===== src/rtl/dsc_pkg.sv =====
package dsc_pkg;
  typedef enum logic [1:0] {
    PH_IDLE    = 2'd0,
    PH_INTEG   = 2'd1,
    PH_DEINTEG = 2'd2
  } phase_t;
endpackage


===== src/rtl/dsc_sync.sv =====
module dsc_sync #(
  parameter int STAGES = 2
) (
  input  logic clk,
  input  logic rst_n,
  input  logic d_i,
  output logic q_o
);
  generate
    if (STAGES <= 1) begin : g_single
      logic stg_q;
      always_ff @(posedge clk) begin
        if (!rst_n) stg_q <= 1'b0;
        else        stg_q <= d_i;
      end
      assign q_o = stg_q;
    end else begin : g_chain
      logic [STAGES-1:0] stg_q;
      always_ff @(posedge clk) begin
        if (!rst_n) stg_q <= '0;
        else        stg_q <= {stg_q[STAGES-2:0], d_i};
      end
      assign q_o = stg_q[STAGES-1];
    end
  endgenerate
endmodule


===== src/rtl/dsc_watchdog.sv =====
module dsc_watchdog #(
  parameter int LIMIT = 200000
) (
  input  logic clk,
  input  logic rst_n,
  input  logic clear_i,
  input  logic run_i,
  input  logic tick_i,
  output logic expire_o
);
  localparam int W = $clog2(LIMIT + 1);
  localparam logic [W-1:0] LAST = W'(LIMIT - 1);

  logic [W-1:0] ticks_q;
  logic         at_last;

  assign at_last  = (ticks_q == LAST);
  assign expire_o = run_i && tick_i && at_last;

  always_ff @(posedge clk) begin
    if (!rst_n)                        ticks_q <= '0;
    else if (clear_i)                  ticks_q <= '0;
    else if (run_i && tick_i && !at_last) ticks_q <= ticks_q + 1'b1;
  end


  wd_bound_chk: assert property (@(posedge clk) disable iff (!rst_n)
    run_i |-> (ticks_q <= LAST));


  wd_clear_chk: assert property (@(posedge clk) disable iff (!rst_n)
    clear_i |=> (ticks_q == '0));
endmodule


===== src/rtl/dsc_seq.sv =====
module dsc_seq
  import dsc_pkg::*;
#(
  parameter int CW = 16
) (
  input  logic          clk,
  input  logic          rst_n,
  input  logic          start_i,
  input  logic [CW-1:0] ctrl_i,
  input  logic          act_i,
  input  logic          tick_i,
  input  logic          wd_exp_i,
  output phase_t        phase_o,
  output logic          accept_o,
  output logic [CW-1:0] result_o,
  output logic          done_o,
  output logic          under_o,
  output logic          over_o
);
  localparam logic [CW-1:0] TERM = '1;
  localparam logic [CW-1:0] ONE  = CW'(1);

  function automatic logic [CW-1:0] bias_of(input logic [CW-1:0] v);
    return ~v + ONE;
  endfunction

  phase_t        phase_q;
  logic [CW-1:0] cnt_q;
  logic [CW-1:0] ctrl_q;
  logic          adv;
  logic          at_term;

  assign phase_o  = phase_q;
  assign accept_o = (phase_q == PH_IDLE) && start_i;
  assign adv      = tick_i && act_i;
  assign at_term  = (cnt_q == TERM);

  always_ff @(posedge clk) begin
    if (!rst_n) begin
      phase_q  <= PH_IDLE;
      cnt_q    <= '0;
      ctrl_q   <= '0;
      result_o <= '0;
      done_o   <= 1'b0;
      under_o  <= 1'b0;
      over_o   <= 1'b0;
    end else begin
      done_o <= 1'b0;
      unique case (phase_q)
        PH_IDLE: begin
          if (start_i) begin
            cnt_q   <= bias_of(ctrl_i);
            ctrl_q  <= ctrl_i;
            under_o <= 1'b0;
            over_o  <= 1'b0;
            phase_q <= PH_INTEG;
          end
        end
        PH_INTEG: begin
          if (wd_exp_i) begin
            under_o <= 1'b1;
            phase_q <= PH_IDLE;
          end else if (adv) begin
            if (at_term) begin
              cnt_q   <= bias_of(ctrl_q);
              phase_q <= PH_DEINTEG;
            end else begin
              cnt_q <= cnt_q + ONE;
            end
          end
        end
        PH_DEINTEG: begin
          if (!act_i) begin
            result_o <= cnt_q;
            done_o   <= 1'b1;
            phase_q  <= PH_IDLE;
          end else if (wd_exp_i) begin
            under_o <= 1'b1;
            phase_q <= PH_IDLE;
          end else if (tick_i) begin
            if (at_term) begin
              over_o  <= 1'b1;
              phase_q <= PH_IDLE;
            end else begin
              cnt_q <= cnt_q + ONE;
            end
          end
        end
        default: phase_q <= PH_IDLE;
      endcase
    end
  end


  cnt_gate_chk: assert property (@(posedge clk) disable iff (!rst_n)
    (phase_q != PH_IDLE && !adv) |=> $stable(cnt_q));


  done_pulse_chk: assert property (@(posedge clk) disable iff (!rst_n)
    done_o |=> !done_o);


  over_no_done_chk: assert property (@(posedge clk) disable iff (!rst_n)
    $rose(over_o) |-> (!done_o && $stable(result_o)));


  wd_abort_chk: assert property (@(posedge clk) disable iff (!rst_n)
    (wd_exp_i && phase_q == PH_INTEG) |=> (phase_q == PH_IDLE && under_o));


  busy_hold_chk: assert property (@(posedge clk) disable iff (!rst_n)
    (phase_q != PH_IDLE && start_i && !tick_i && act_i) |=> (phase_q != PH_IDLE));
endmodule


===== src/rtl/dslope_ctrl.sv =====
module dslope_ctrl
  import dsc_pkg::*;
#(
  parameter int CW            = 16,
  parameter int SYNC_STAGES   = 2,
  parameter int TIMEOUT_TICKS = 200000
) (
  input  logic          clk,
  input  logic          rst_n,
  input  logic          start_i,
  input  logic [CW-1:0] ctrl_i,
  input  logic          tick_i,
  input  logic          cmp_i,
  input  logic          cmp_invert_i,
  output logic          sel_input_o,
  output logic          busy_o,
  output logic [CW-1:0] result_o,
  output logic          done_o,
  output logic          underrange_o,
  output logic          overrange_o
);
  logic   cmp_sync;
  logic   cmp_act;
  logic   wd_exp;
  logic   accept;
  phase_t phase;

  dsc_sync #(.STAGES(SYNC_STAGES)) u_sync (
    .clk   (clk),
    .rst_n (rst_n),
    .d_i   (cmp_i),
    .q_o   (cmp_sync)
  );

  assign cmp_act = cmp_sync ^ cmp_invert_i;

  dsc_watchdog #(.LIMIT(TIMEOUT_TICKS)) u_wd (
    .clk      (clk),
    .rst_n    (rst_n),
    .clear_i  (accept),
    .run_i    (busy_o),
    .tick_i   (tick_i),
    .expire_o (wd_exp)
  );

  dsc_seq #(.CW(CW)) u_seq (
    .clk      (clk),
    .rst_n    (rst_n),
    .start_i  (start_i),
    .ctrl_i   (ctrl_i),
    .act_i    (cmp_act),
    .tick_i   (tick_i),
    .wd_exp_i (wd_exp),
    .phase_o  (phase),
    .accept_o (accept),
    .result_o (result_o),
    .done_o   (done_o),
    .under_o  (underrange_o),
    .over_o   (overrange_o)
  );

  assign sel_input_o = (phase == PH_INTEG);
  assign busy_o      = (phase != PH_IDLE);


  sel_rise_chk: assert property (@(posedge clk) disable iff (!rst_n)
    $rose(sel_input_o) |-> $past(start_i));


  done_idle_chk: assert property (@(posedge clk) disable iff (!rst_n)
    done_o |-> (!busy_o && !sel_input_o));


  under_exit_chk: assert property (@(posedge clk) disable iff (!rst_n)
    $rose(underrange_o) |-> (!busy_o && !done_o));


  flag_hold_chk: assert property (@(posedge clk) disable iff (!rst_n)
    (underrange_o && !start_i) |=> underrange_o);
endmodule


===== config.mk =====
export PLATFORM = sky130hd
export DESIGN_NAME = dslope_ctrl
export DESIGN_NICKNAME = d
export VERILOG_FILES = /design/src/rtl/dsc_pkg.sv /design/src/rtl/dsc_sync.sv /design/src/rtl/dsc_watchdog.sv /design/src/rtl/dsc_seq.sv /design/src/rtl/dslope_ctrl.sv
export SDC_FILE = /design/constraint.sdc
export NUM_CORES = 1
export LEC_CHECK = 0
export ABC_AREA = 0
export BUFFER_PORTS_ARGS = -buffer_cell sky130_fd_sc_hd__buf_4
export CAP_MARGIN = 0
export CORE_MARGIN = 4
export CORE_UTILIZATION = 64
export CTS_CLUSTER_DIAMETER = 40
export CTS_CLUSTER_SIZE = 10
export DETAILED_ROUTE_END_ITERATION = 8
export GPL_ROUTABILITY_DRIVEN = 0
export GPL_TIMING_DRIVEN = 1
export PLACE_DENSITY = 0.86
export SKIP_LAST_GASP = 1
export SLEW_MARGIN = 20
export SYNTH_ARGS = -nofsm -noshare
export SYNTH_HDL_FRONTEND = slang
export SYNTH_SLANG_ARGS = --single-unit

===== constraint.sdc =====
create_clock -name clk -period 5.3 [get_ports clk]
set_input_delay 1.06 -clock clk [delete_from_list [all_inputs] [get_ports clk]]
set_output_delay 1.06 -clock clk [all_outputs]
set_load 0.1 [all_outputs]

==> results, run 1 <==
- Between clock sinks in the finished design, the worst skew comes to 8.35 ps.
- The remaining global-route overflow is 0.
- The area growth from synthesis to layout is 12.0%.
- The power density normalized to cell area is 467 nW/um^2.
- For the finished layout, the period the worst path requires is 2660 ps.
- Clock tree synthesis inserted a total of 9 buffers.
- The leakage component of the power is 1.75 nW.
- The number of placement rows is 29.
- The global-route usage over all layers is 26.9%.
- The share of total power dissipated in sequential elements is 35.5%.
- The max-slew violation total from the final report is 0.
- The initial DRC count is 411.
- Counting instances, the worst hold path has a depth of 1.
- The number of gates resized after CTS was 0.
- The vertical die dimension is 89.5 microns.
- By area the synthesized netlist is led by sky130_fd_sc_hd__dfxtp_1, sky130_fd_sc_hd__nand2_1, sky130_fd_sc_hd__a21oi_1.
- The element type at the critical path end is an output pin.
- The total number of vias is 4,033.
- The largest area contributor in the netlist is sky130_fd_sc_hd__dfxtp_1.
- The number of hold violations in the final report is 0.
- The first-pass detailed-route iteration total is 5.
- Of the total power, the clock network draws 22.2%.
- The number of clock sinks is 73.
- The die covers 8020 sq um.
- 0 antenna diodes ended up in the layout.
- Derived from the worst setup path, the maximum achievable clock frequency is 376 MHz.
- The deepest clock path buffer count is 2.
- The buffer type at the clock tree root is sky130_fd_sc_hd__clkbuf_8.
- The initial utilization of the core area, before any placement, comes to 66.6%.
- The synthesized netlist cell count is 545.
- STA classifies the critical path startpoint as a flip-flop.
- For the worst flop-to-flop path, the logic depth is 7.
- The critical setup path kind is flip-flop to output pin.
- The share of the Yosys chip area taken by registers is 34.3%.
- After layout, the worst path uses 50.2% of the clock period.
- Net switching is 44.2% of the power.
- CTS built an H-tree with a depth of 3.
- The cell count after placement is 636.
- Of the post-synthesis cell area, the dominant cell type holds 34.3%.
- The number of failing setup endpoints in the final timing report is 0.
- The initial antenna violation count was 0.
- The standard cell core area is 6390 sq um.
- The min-delay analysis places its worst path in the category flip-flop to flip-flop.
- Max-cap violations in this run came to 0.
- The post-synth net total is 575.
- The count of nets left with antenna violations once routing finished came out at 0.
- During I/O placement, the number of pins put on the boundary was 43.
- The total routed wirelength is 10.4 mm.
- The per-instance average area after synthesis is 7.81 sq um.
- The highest fanout seen on the critical path is 10.
- Entering global routing, the biggest net connects 31 pins.
- The count of unique library cells instantiated by Yosys is 60.
- The internal reg-to-reg setup slack is 2680 ps.
- The overall power after layout is 2.22 mW.
- The via count of the first global-routing pass is 3,510.
- Hold timing on the final database bottoms out at a slack of 437 ps.
- IR analysis of the VDD net gives a maximum drop of 0.292 mV.
- At the worst endpoint, the arrival time is 1600 ps.
- For hold timing, the worst endpoint is u_sync.g_chain.stg_q[1].
- The worst slew margin relative to its limit is 39.0%.
- The number of synthesized register bits is 73.
- During synthesis, Yosys emitted a total of 0 warnings.
- The filler cell count in the final layout is 488.
- The wire length of the first global-routing pass is 16.9 mm.
- In this run the horizontal extent of the chip is 89.5 microns.
- The cell area after technology mapping is 4260 sq um.
- The finished layout holds 652 standard cells, fillers aside.
- After clock tree synthesis, the clock-pin slew on the worst setup and hold paths is 80 ps.
- The critical register-to-register path endpoint is u_seq.cnt_q[12].
- The ratio of cells with drive above 1 in the final layout is 13.0%.
- The final-stage net count is 600.
- The worst register-to-register path begins at u_seq.cnt_q[0].
- TritonCTS built the clock tree.
- In this run the most critical hold path is launched from u_sync.g_chain.stg_q[0].
- Detailed placement ended at an HPWL of 7.46 mm.
- The worst-margin pin slew is 911 ps.
- The count of input and output buffers is 42.
- The post-cts hold buffer count is 0.
- The internal portion of total power is 1.24 mW.
- The flow ran to the end, and the final reports show no timing, DRC or antenna violations.
- The residual DRC count is 0.
- The count of buffers added by post-CTS timing repair for setup is 0.
- Dividing the detail-routed via count by the number of cells gives 6.19.
- The data required time of the critical path is 4240 ps.
- The number of flops mapped to enable cells by yosys is 0.
- The net switching component of the power is 0.983 mW.
- In this run, the combinational gates consume 42.4% of the power.
- For the final routed database, the setup TNS stands at 0 ps.
- The share of synthesized flip-flops with an asynchronous set or reset is 0%.
- Among all flip-flop cells after synthesis, the most frequent one is sky130_fd_sc_hd__dfxtp_1.
- The later pin in the worst-skew pair is clocked with a latency of 350 ps.
- Setup repair after global routing left no endpoint under its margin.
- In the final routed layout, each cell accounts on average for 16.0 microns.
[logic make-up after synthesis]
group           after synthesis  synth area share [%]
fa+ha+maj                     8                  2.35
flops                        73                  34.3
mux                           6                  1.41
simple gates                244                  28.6
compound gates              117                  18.2
buf+inv                      46                  4.59
xor+xnor                     51                  10.5
[stage by stage]
stage	utilization [%]	area [sq um]	setup WS (ps)
2_1_floorplan	-	4260	2600
3_3_place_gp	71.2	4550	2360
3_5_place_dp	71.2	4550	2300
4_1_cts	74.6	4770	2660
5_1_grt	74.6	4770	2520
6_report	74.6	4770	2640
[final cells by class]
| type | instances | area (sq um) | area share (%) |
|---|---|---|---|
| well taps | 77 | 96.3 | 2.02 |
| clock buffers | 11 | 141 | 2.97 |
| clock inverters | 5 | 78.8 | 1.65 |
| inverters | 16 | 60.1 | 1.26 |
| repair buffers | 44 | 330 | 6.93 |
| multi-input cells | 426 | 2600 | 54.5 |
| flip-flops and latches | 73 | 1460 | 30.7 |
[Yosys cell counts, types with 5 or more instances]
library cell,instances
sky130_fd_sc_hd__nand2b_1,6
sky130_fd_sc_hd__nand4_1,11
sky130_fd_sc_hd__inv_1,15
sky130_fd_sc_hd__nor2_1,43
sky130_fd_sc_hd__nand2_1,98
sky130_fd_sc_hd__nor4_1,13
sky130_fd_sc_hd__o211ai_1,6
sky130_fd_sc_hd__o21ai_1,6
sky130_fd_sc_hd__o221ai_1,7
sky130_fd_sc_hd__mux2i_1,6
sky130_fd_sc_hd__ha_1,8
sky130_fd_sc_hd__xor2_1,22
sky130_fd_sc_hd__nand3_1,18
sky130_fd_sc_hd__buf_2,5
sky130_fd_sc_hd__xnor2_1,29
sky130_fd_sc_hd__clkbuf_1,21
sky130_fd_sc_hd__dfxtp_1,73
sky130_fd_sc_hd__o21ai_0,17
sky130_fd_sc_hd__a21oi_1,52
sky130_fd_sc_hd__and3_1,5
sky130_fd_sc_hd__nor3_1,17
[worst max-delay path by stage]
| stage | startpoint | end | slack, ps | cells past startpoint |
|---|---|---|---|---|
| after detailed placement | ctrl_i[0] | u_seq.cnt_q[14] | 2300 | 8 |
| after CTS | u_seq.phase_o[1] | sel_input_o | 2660 | 3 |
| final | u_seq.phase_o[1] | sel_input_o | 2640 | 3 |
| after global routing | u_seq.cnt_q[0] | u_seq.cnt_q[6] | 2520 | 7 |
| after global placement | ctrl_i[0] | u_seq.cnt_q[14] | 2360 | 8 |
| after floorplan | ctrl_i[0] | u_seq.cnt_q[14] | 2600 | 7 |
[metal layers]
| layer | up-vias | global-route usage [%] | part of all wire (%) |
|---|---|---|---|
| met3 | 21 | 4.98 | 7.4 |
| met2 | 180 | 40.9 | 46 |
| met5 | - | 0 | 0 |
| li1 | 1975 | - | - |
| met4 | 0 | 9.20 | 1.8 |
| met1 | 1857 | 38.3 | 45 |
[power by group through the flow]
| stage | Clock, mW | Combinational (mW) | Sequential, mW |
|---|---|---|---|
| 2_1_floorplan | 0 | 0.771 | 0.749 |
| 3_3_place_gp | 0 | 0.902 | 0.791 |
| 3_5_place_dp | 0 | 0.918 | 0.796 |
| 4_1_cts | 0.490 | 0.926 | 0.784 |
| 5_1_grt | 0.517 | 1.01 | 0.805 |
| 6_report | 0.493 | 0.942 | 0.789 |
[flip-flops by register name (all words and copies together) (netlist names)]
name	cells
u_seq.over_o	1
u_seq.done_o	1
u_seq.cnt_q	16
u_sync.g_chain.stg_q	2
u_seq.phase_o	2
u_seq.result_o	16
u_seq.ctrl_q	16
u_seq.under_o	1
u_wd.ticks_q	18
[layout by cell type (no fill, tap or decap), types with 15 or more instances in the layout]
master / n
sky130_fd_sc_hd__nand2_1: 98
sky130_fd_sc_hd__dfxtp_1: 73
sky130_fd_sc_hd__a21oi_1: 52
sky130_fd_sc_hd__buf_4: 44
sky130_fd_sc_hd__nor2_1: 43
sky130_fd_sc_hd__xnor2_1: 29
sky130_fd_sc_hd__xor2_1: 22
sky130_fd_sc_hd__nand3_1: 18
sky130_fd_sc_hd__o21ai_0: 17
sky130_fd_sc_hd__nor3_1: 17
sky130_fd_sc_hd__inv_1: 15
[worst max-delay path, cell delays in order, from the launching register on]
cell and delay, ps:
sky130_fd_sc_hd__dfxtp_1 350, sky130_fd_sc_hd__inv_1 90, sky130_fd_sc_hd__ha_1 430, sky130_fd_sc_hd__buf_4 380
No activity file was read; power rests on OpenSTA's default activity.
==> inputs of run 2 (changes only) <==
CORE_UTILIZATION = 59   (was 64)
PLACE_DENSITY = 0.8   (was 0.86)
clock period = 2.46 ns   (was 5.3 ns; I/O delays follow)
==> results, run 2 (same netlist as run 1, synthesis figures left out) <==
- The worst slew margin relative to its limit is 30.7% (-8.3 points).
- The post-detailed-placement half-perimeter wirelength is 8.22 mm (+10%).
- The via count of the first global-routing pass is 3,912 (+11%).
- The vertical die dimension came to 92.9 microns (+3.8%).
- The clock latency at the later pin of the worst-skew pair is 360 ps (about the same).
- Timing would allow up to 449 MHz.
- The via count normalized by instance count is 5.97 (-3.4%).
- The remaining number of nets flagged by the antenna check after routing came to 0 (unchanged).
- The remaining global-route overflow came to 0 (unchanged).
- The internal portion of total power is 2.63 mW (+110%).
- For the finished layout, the period the worst path requires is 2230 ps.
- STA classifies the critical path startpoint as a flip-flop.
- The die span in x is 92.9 microns (+3.8%).
- The worst ir drop on vdd came to 0.537 mV (+84%).
- The worst hold path belongs to the class input port to flip-flop.
- The residual DRC count is 0 (unchanged).
- The highest fanout seen on the critical path is 4 (-6).
- The root buffer cell chosen for the clock tree is sky130_fd_sc_hd__clkbuf_8.
- The depth of the most critical reg-to-reg path is 8 (+1).
- The number of H-tree levels is 3 (unchanged).
- The power density normalized to cell area came to 990 nW/um^2 (+110%).
- The critical register-to-register path endpoint is u_seq.cnt_q[14].
- Compared with the post-synthesis result, the final layout area differs by 16.8%.
- The element type at the critical path end is a flip-flop.
- The initial DRC count came to 447 (+8.8%).
- The initial antenna violation count is 0 (unchanged).
- The worst-case hold slack is 332 ps (-105 ps).
- The number of placement rows is 30 (+3.4%).
- The flow ran to the end, and the final reports show no timing, DRC or antenna violations.
- The CTS tree is built.
- The library cell used most frequently in the layout, excluding fill and tap cells, is sky130_fd_sc_hd__nand2_1.
- The number of failing setup endpoints in the final timing report came to 0 (unchanged).
- The last element of the critical path is u_seq.cnt_q[14].
- The initial standard-cell utilization of the core was 61.6% (-5.0 points).
- The portion of total power attributed to sequential cells is 32.9% (-2.6 points).
- The post-cts hold buffer count is 0 (unchanged).
- The number of top-level pins is 43 (unchanged).
- The count of buffers added by post-CTS timing repair for setup came to 0 (unchanged).
- The data required time of the critical path came to 2710 ps (-1530 ps).
- The max-slew violation total from the final report is 0 (unchanged).
- The register containing the most flip-flops in the final layout is u_wd.ticks_q.
- The net switching component of the power came to 2.29 mW (+130%).
- The area used by multi-input combinational logic is 2600 sq um (about the same).
- The net switching fraction of the power is 46.6% (+2.4 points).
- The source of the critical timing path is u_seq.ctrl_q[0].
- The final setup TNS is 0 ps (unchanged).
- The number of buffers added by the clock tree synthesis step came to 9 (unchanged).
- The count of input and output buffers is 42 (unchanged).
- The combinational share of power is 48.4% (+6.0 points).
- The clock-pin slew of the registers on the worst-case setup and hold paths came to 100 ps (+20 ps).
- In the layout the commonest cells are sky130_fd_sc_hd__nand2_1, sky130_fd_sc_hd__dfxtp_1, sky130_fd_sc_hd__buf_4.
- The count of instances resized after the clock tree is built is 0 (unchanged).
- The final-stage net count is 628 (+4.7%).
- The number of hold violations in the final report is 0 (unchanged).
- The wire length per cell was 16.2 microns (+1.2%).
- The worst-case clock skew was 12.8 ps (+4.43 ps).
- The first-pass detailed-route iteration total is 5 (unchanged).
- The leakage component of the power is 1.86 nW (+6.5%).
- The worst-margin pin slew came to 1040 ps (+124 ps).
- The total number of vias came to 4,176 (+3.5%).
- The critical setup path kind is flip-flop to flip-flop.
- The diode insertion count for antenna repair is 0 (unchanged).
- The standard cell core area is 6910 sq um (+8.2%).
- The wire length of the first global-routing pass is 19.4 mm (+15%).
- The number of clock sinks came to 73 (unchanged).
- The ratio of cells with drive above 1 in the final layout is 17.4% (+4.4 points).
- The deepest clock path buffer count is 2 (unchanged).
- The post-route fraction of the period consumed by the critical path is 90.6%.
- The clock network power share is 18.7% (-3.5 points).
- The startpoint identified for the worst register-to-register timing path is u_seq.ctrl_q[0].
- The global-route usage over all layers is 27.7% (+0.73 points).
- The total die area was 8640 sq um (+7.7%).
- The flip-flop count of the largest register, all copies and words added came to 18 (unchanged).
- The filler cell count in the final layout was 590 (+21%).
- The internal reg-to-reg setup slack came to 230 ps (-2450 ps).
- Setup repair after global routing left no endpoint under its margin.
- The data arrival time of the worst path is 2480 ps (+880 ps).
- The maximum number of pins on one net before global-route repair came to 43 (+39%).
- The total routed wirelength came to 11.3 mm (+8.5%).
- The sequential cell area is 1460 sq um (unchanged).
- The max capacitance violation total was 0 (unchanged).
run 2: worst min-delay path by stage:
| stage | startpoint | endpoint | slack [ps] | cells past startpoint |
|---|---|---|---|---|
| detailed placement | u_sync.g_chain.stg_q[0] | u_sync.g_chain.stg_q[1] | 440 | 1 |
| CTS | cmp_i | u_sync.g_chain.stg_q[0] | 330 | 2 |
| global placement | u_sync.g_chain.stg_q[0] | u_sync.g_chain.stg_q[1] | 420 | 1 |
| floorplan | u_sync.g_chain.stg_q[0] | u_sync.g_chain.stg_q[1] | 410 | 1 |
| global route | cmp_i | u_sync.g_chain.stg_q[0] | 330 | 2 |
| finish | cmp_i | u_sync.g_chain.stg_q[0] | 330 | 2 |
run 2: critical path, cell delays in order, from the launching register on:
cell and delay (ps):
sky130_fd_sc_hd__dfxtp_1 350, sky130_fd_sc_hd__inv_1 100, sky130_fd_sc_hd__ha_1 180, sky130_fd_sc_hd__nor3b_1 410, sky130_fd_sc_hd__nand3_1 200, sky130_fd_sc_hd__nor3_1 230
sky130_fd_sc_hd__xor2_1 180, sky130_fd_sc_hd__o221ai_1 140, sky130_fd_sc_hd__o311a_1 320
run 2: final cells by class:
class,instances,area share (%)
Clock buffer,9,2.49
Tap cell,96,2.42
Multi-Input combinational cell,426,52.4
Inverter,16,1.21
Timing Repair Buffer,72,10.9
Clock inverter,7,1.23
Sequential cell,73,29.4
run 2: power by group through the flow:
stage	sequential, mW	combinational [mW]	clock (mW)
final	1.62	2.38	0.920
after global routing	1.64	2.57	0.970
after CTS	1.61	2.32	0.915
after detailed placement	1.63	2.30	0
after global placement	1.63	2.26	0
after floorplan	1.61	1.66	0
run 2: routing by layer:
layer	vias up	routed length, microns	GRT usage (%)	share of wire (%)
met5	-	0	0	0
met4	0	214	9.28	1.9
met3	22	930	5.12	8.2
met2	210	5030	40.9	44
met1	1916	5160	40.3	46
li1	2028	-	-	-
run 2: through the flow:
| stage | instance area (sq um) | cells | util [%] | total power [mW] | setup WS, ps |
|---|---|---|---|---|---|
| 4_1_cts | 4970 | 699 | 71.9 | 4.84 | 227 |
| 5_1_grt | 4970 | 699 | 71.9 | 5.18 | 30.4 |
| 2_1_floorplan | 4260 | 545 | - | 3.28 | 85.5 |
| 6_report | 4970 | 699 | 71.9 | 4.92 | 231 |
| 3_5_place_dp | 4780 | 683 | 69.3 | 3.93 | 89.9 |
| 3_3_place_gp | 4780 | 683 | 69.3 | 3.89 | 143 |
==> inputs of run 3 (changes only) <==
BUFFER_PORTS_ARGS = -buffer_cell sky130_fd_sc_hd__clkbuf_2   (was -buffer_cell sky130_fd_sc_hd__buf_4)
REMOVE_ABC_BUFFERS = 1   (was default)
==> results, run 3 (same netlist as run 1, synthesis figures left out) <==
- The flow ran to the end, and the final reports show no timing, DRC or antenna violations.
- The max capacitance violation total is 0 (unchanged).
- The internal reg-to-reg setup slack is 180 ps (-50 ps).
- The worst setup slack after layout is 183 ps (-47.4 ps).
- The data arrival time of the worst path is 2500 ps (+20 ps).
- The post-cts hold buffer count was 0 (unchanged).
- The total number of vias is 4,157 (-0.45%).
- The worst-margin pin slew is 740 ps (-295 ps).
- The post-placement worst setup slack came to 38.3 ps (-51.6 ps).
- The diode insertion count for antenna repair is 0 (unchanged).
- The met3 routing resource usage after global routing is 5.12% (unchanged).
- The hold path startpoint is cmp_i.
- The number of top-level pins came to 43 (unchanged).
- The power density normalized to cell area is 991 nW/um^2 (+0.15%).
- The critical register-to-register path startpoint is u_seq.cnt_q[1].
- The worst ir drop on vdd came to 0.546 mV (+1.6%).
- The cell depth of the worst hold path was 2 (unchanged).
- The final-stage net count is 627 (-0.16%).
- The worst-case hold slack is 334 ps (+2.11 ps).
- The number of H-tree levels is 3 (unchanged).
- The buffer type at the clock tree root is sky130_fd_sc_hd__clkbuf_8.
- The count of buffers added by post-CTS timing repair for setup came to 0 (unchanged).
- The wire length of the first global-routing pass is 18.2 mm (-6.2%).
- The number of placement rows is 30 (unchanged).
- The met1 routing resource usage after global routing came to 35.8% (-4.6 points).
- The remaining global-route overflow is 0 (unchanged).
- The highest fanout seen on the critical path is 10 (+6).
- The highest achievable clock rate is 439 MHz (-2.1%).
- The initial standard-cell utilization of the core is 61.6% (unchanged).
- The total routed wirelength is 10.7 mm (-5.5%).
- The cell count after placement is 682 (-0.15%).
- Setup repair after global routing left no endpoint under its margin.
- The wire length per cell was 15.3 microns (-5.4%).
- The deepest clock path buffer count is 2 (unchanged).
- The overall power after layout is 4.82 mW (-2.0%).
- The ratio of cells with drive above 1 in the final layout is 17.1% (-0.30 points).
- The number of buffers added by the clock tree synthesis step came to 9 (unchanged).
- The number of failing setup endpoints in the final timing report is 0 (unchanged).
- The critical path is of the flip-flop to flip-flop type.
- The final critical delay including setup and external delays is 2280 ps (+47.4 ps).
- The total die area was 8640 sq um (unchanged).
- The first-pass detailed-route iteration total is 5 (unchanged).
- The area growth from synthesis to layout is 14.3%.
- The count of placed standard cells in the final layout, fillers left out is 698 (-0.14%).
- The max-slew violation total from the final report is 0 (unchanged).
- The depth of the most critical reg-to-reg path is 7 (-1).
- The maximum number of pins on one net before global-route repair came to 28 (-35%).
- The number of clock sinks came to 73 (unchanged).
- The via count of the first global-routing pass is 3,905 (-0.18%).
- The register containing the most flip-flops in the final layout is u_wd.ticks_q.
- The clock-pin slew of the registers on the worst-case setup and hold paths is 80 ps (-20 ps).
- The count of instances resized after the clock tree is built is 0 (unchanged).
- The global-route usage over all layers came to 26.0% (-1.7 points).
- The die span in x is 92.9 microns (unchanged).
- The worst slew margin relative to its limit is 50.3% (+20 points).
- The path with the worst hold slack has its endpoint at u_sync.g_chain.stg_q[0].
- The clock latency at the later pin of the worst-skew pair is 360 ps (about the same).
- met2 is the most crowded layer.
- The endpoint identified for the worst register-to-register timing path is u_seq.cnt_q[13].
- The element type at the critical path end is a flip-flop.
- The remaining number of nets flagged by the antenna check after routing was 0 (unchanged).
- The vertical die dimension is 92.9 microns (unchanged).
- The initial DRC count is 309 (-31%).
- The standard cell core area is 6910 sq um (unchanged).
- The fraction of met2 tracks used by global routing is 39.5% (-1.3 points).
- The utilization of the core after routing is 70.4% (-1.5 points).
- The worst min-delay path category is input port to flip-flop.
- The worst-case clock skew came to 12.7 ps (-0.0558 ps).
- The via count normalized by instance count is 5.96 (-0.31%).
- The flip-flop count of the largest register, all copies and words added is 18 (unchanged).
- TritonCTS built the clock tree.
- STA classifies the critical path startpoint as a flip-flop.
- The initial antenna violation count was 0 (unchanged).
- The residual DRC count is 0 (unchanged).
- The library cells used most frequently in the layout, excluding fill and tap cells, are sky130_fd_sc_hd__nand2_1, sky130_fd_sc_hd__dfxtp_1, sky130_fd_sc_hd__a21oi_1.
- Leaving out fill and tap cells, the most frequent cell in the layout is sky130_fd_sc_hd__nand2_1.
- The data required time of the critical path is 2690 ps (-20 ps).
- The post-detailed-placement half-perimeter wirelength came to 7.92 mm (-3.7%).
- The post-route fraction of the period consumed by the critical path is 92.6% (+1.9 points).
- The count of input and output buffers is 42 (unchanged).
- The number of hold violations in the final report is 0 (unchanged).
- The leakage component of the power is 1.83 nW (-1.7%).
## run 3: cell count changes in the layout (fill, tap and decap cells not counted), sizes merged
cell      delta
clkinv       +2
clkbuf      +42
clkinvlp     +1
buf         -43
bufinv       +1
inv          -4
## run 3: layout make-up
| cell class | count | area, sq um |
|---|---|---|
| Clock inverter | 7 | 71.3 |
| Inverter | 16 | 60.1 |
| Timing Repair Buffer | 71 | 428 |
| Fill cell | 597 | 2040 |
| Sequential cell | 73 | 1460 |
| Clock buffer | 9 | 124 |
| Tap cell | 96 | 120 |
| Multi-Input combinational cell | 426 | 2600 |
## run 3: report_power, final
group | leakage, nW | switching [mW] | internal, mW
clock | 0.0912 | 0.482 | 0.466
sequential | 0.595 | 0.248 | 1.37
combinational | 1.14 | 1.44 | 0.816
total | 1.83 | 2.17 | 2.65
## run 3: critical path, cell delays in order, from the launching register on
cell and delay (ps):
sky130_fd_sc_hd__dfxtp_1 380, sky130_fd_sc_hd__ha_1 290, sky130_fd_sc_hd__nand4_4 140, sky130_fd_sc_hd__nor4_4 520
sky130_fd_sc_hd__nor2_2 100, sky130_fd_sc_hd__a22o_1 350, sky130_fd_sc_hd__nand2_1 230, sky130_fd_sc_hd__o21ai_1 120
## run 3: per-layer routing
metal	wire length (microns)	vias to the layer above
met4	163	0
met5	0	-
met2	4910	193
met3	823	16
met1	4810	1922
li1	-	2026
## run 3: stage by stage
step / setup TNS, ps / cell area, sq um
4_1_cts: 0 / 4860
5_1_grt: 0 / 4860
2_1_floorplan: -228 / 4120
6_report: 0 / 4860
3_3_place_gp: 0 / 4670
3_5_place_dp: 0 / 4670
## run 3: how the worst max path moves through the flow
stage / start / to / cells past startpoint
final: u_seq.cnt_q[1] / u_seq.cnt_q[13] / 7
after global routing: u_seq.phase_o[0] / u_seq.cnt_q[13] / 8
after CTS: u_seq.cnt_q[1] / u_seq.phase_o[1] / 8
after detailed placement: ctrl_i[1] / u_seq.cnt_q[14] / 8
after global placement: ctrl_i[1] / u_seq.cnt_q[14] / 8
after floorplan: u_seq.phase_o[1] / u_seq.cnt_q[2] / 7
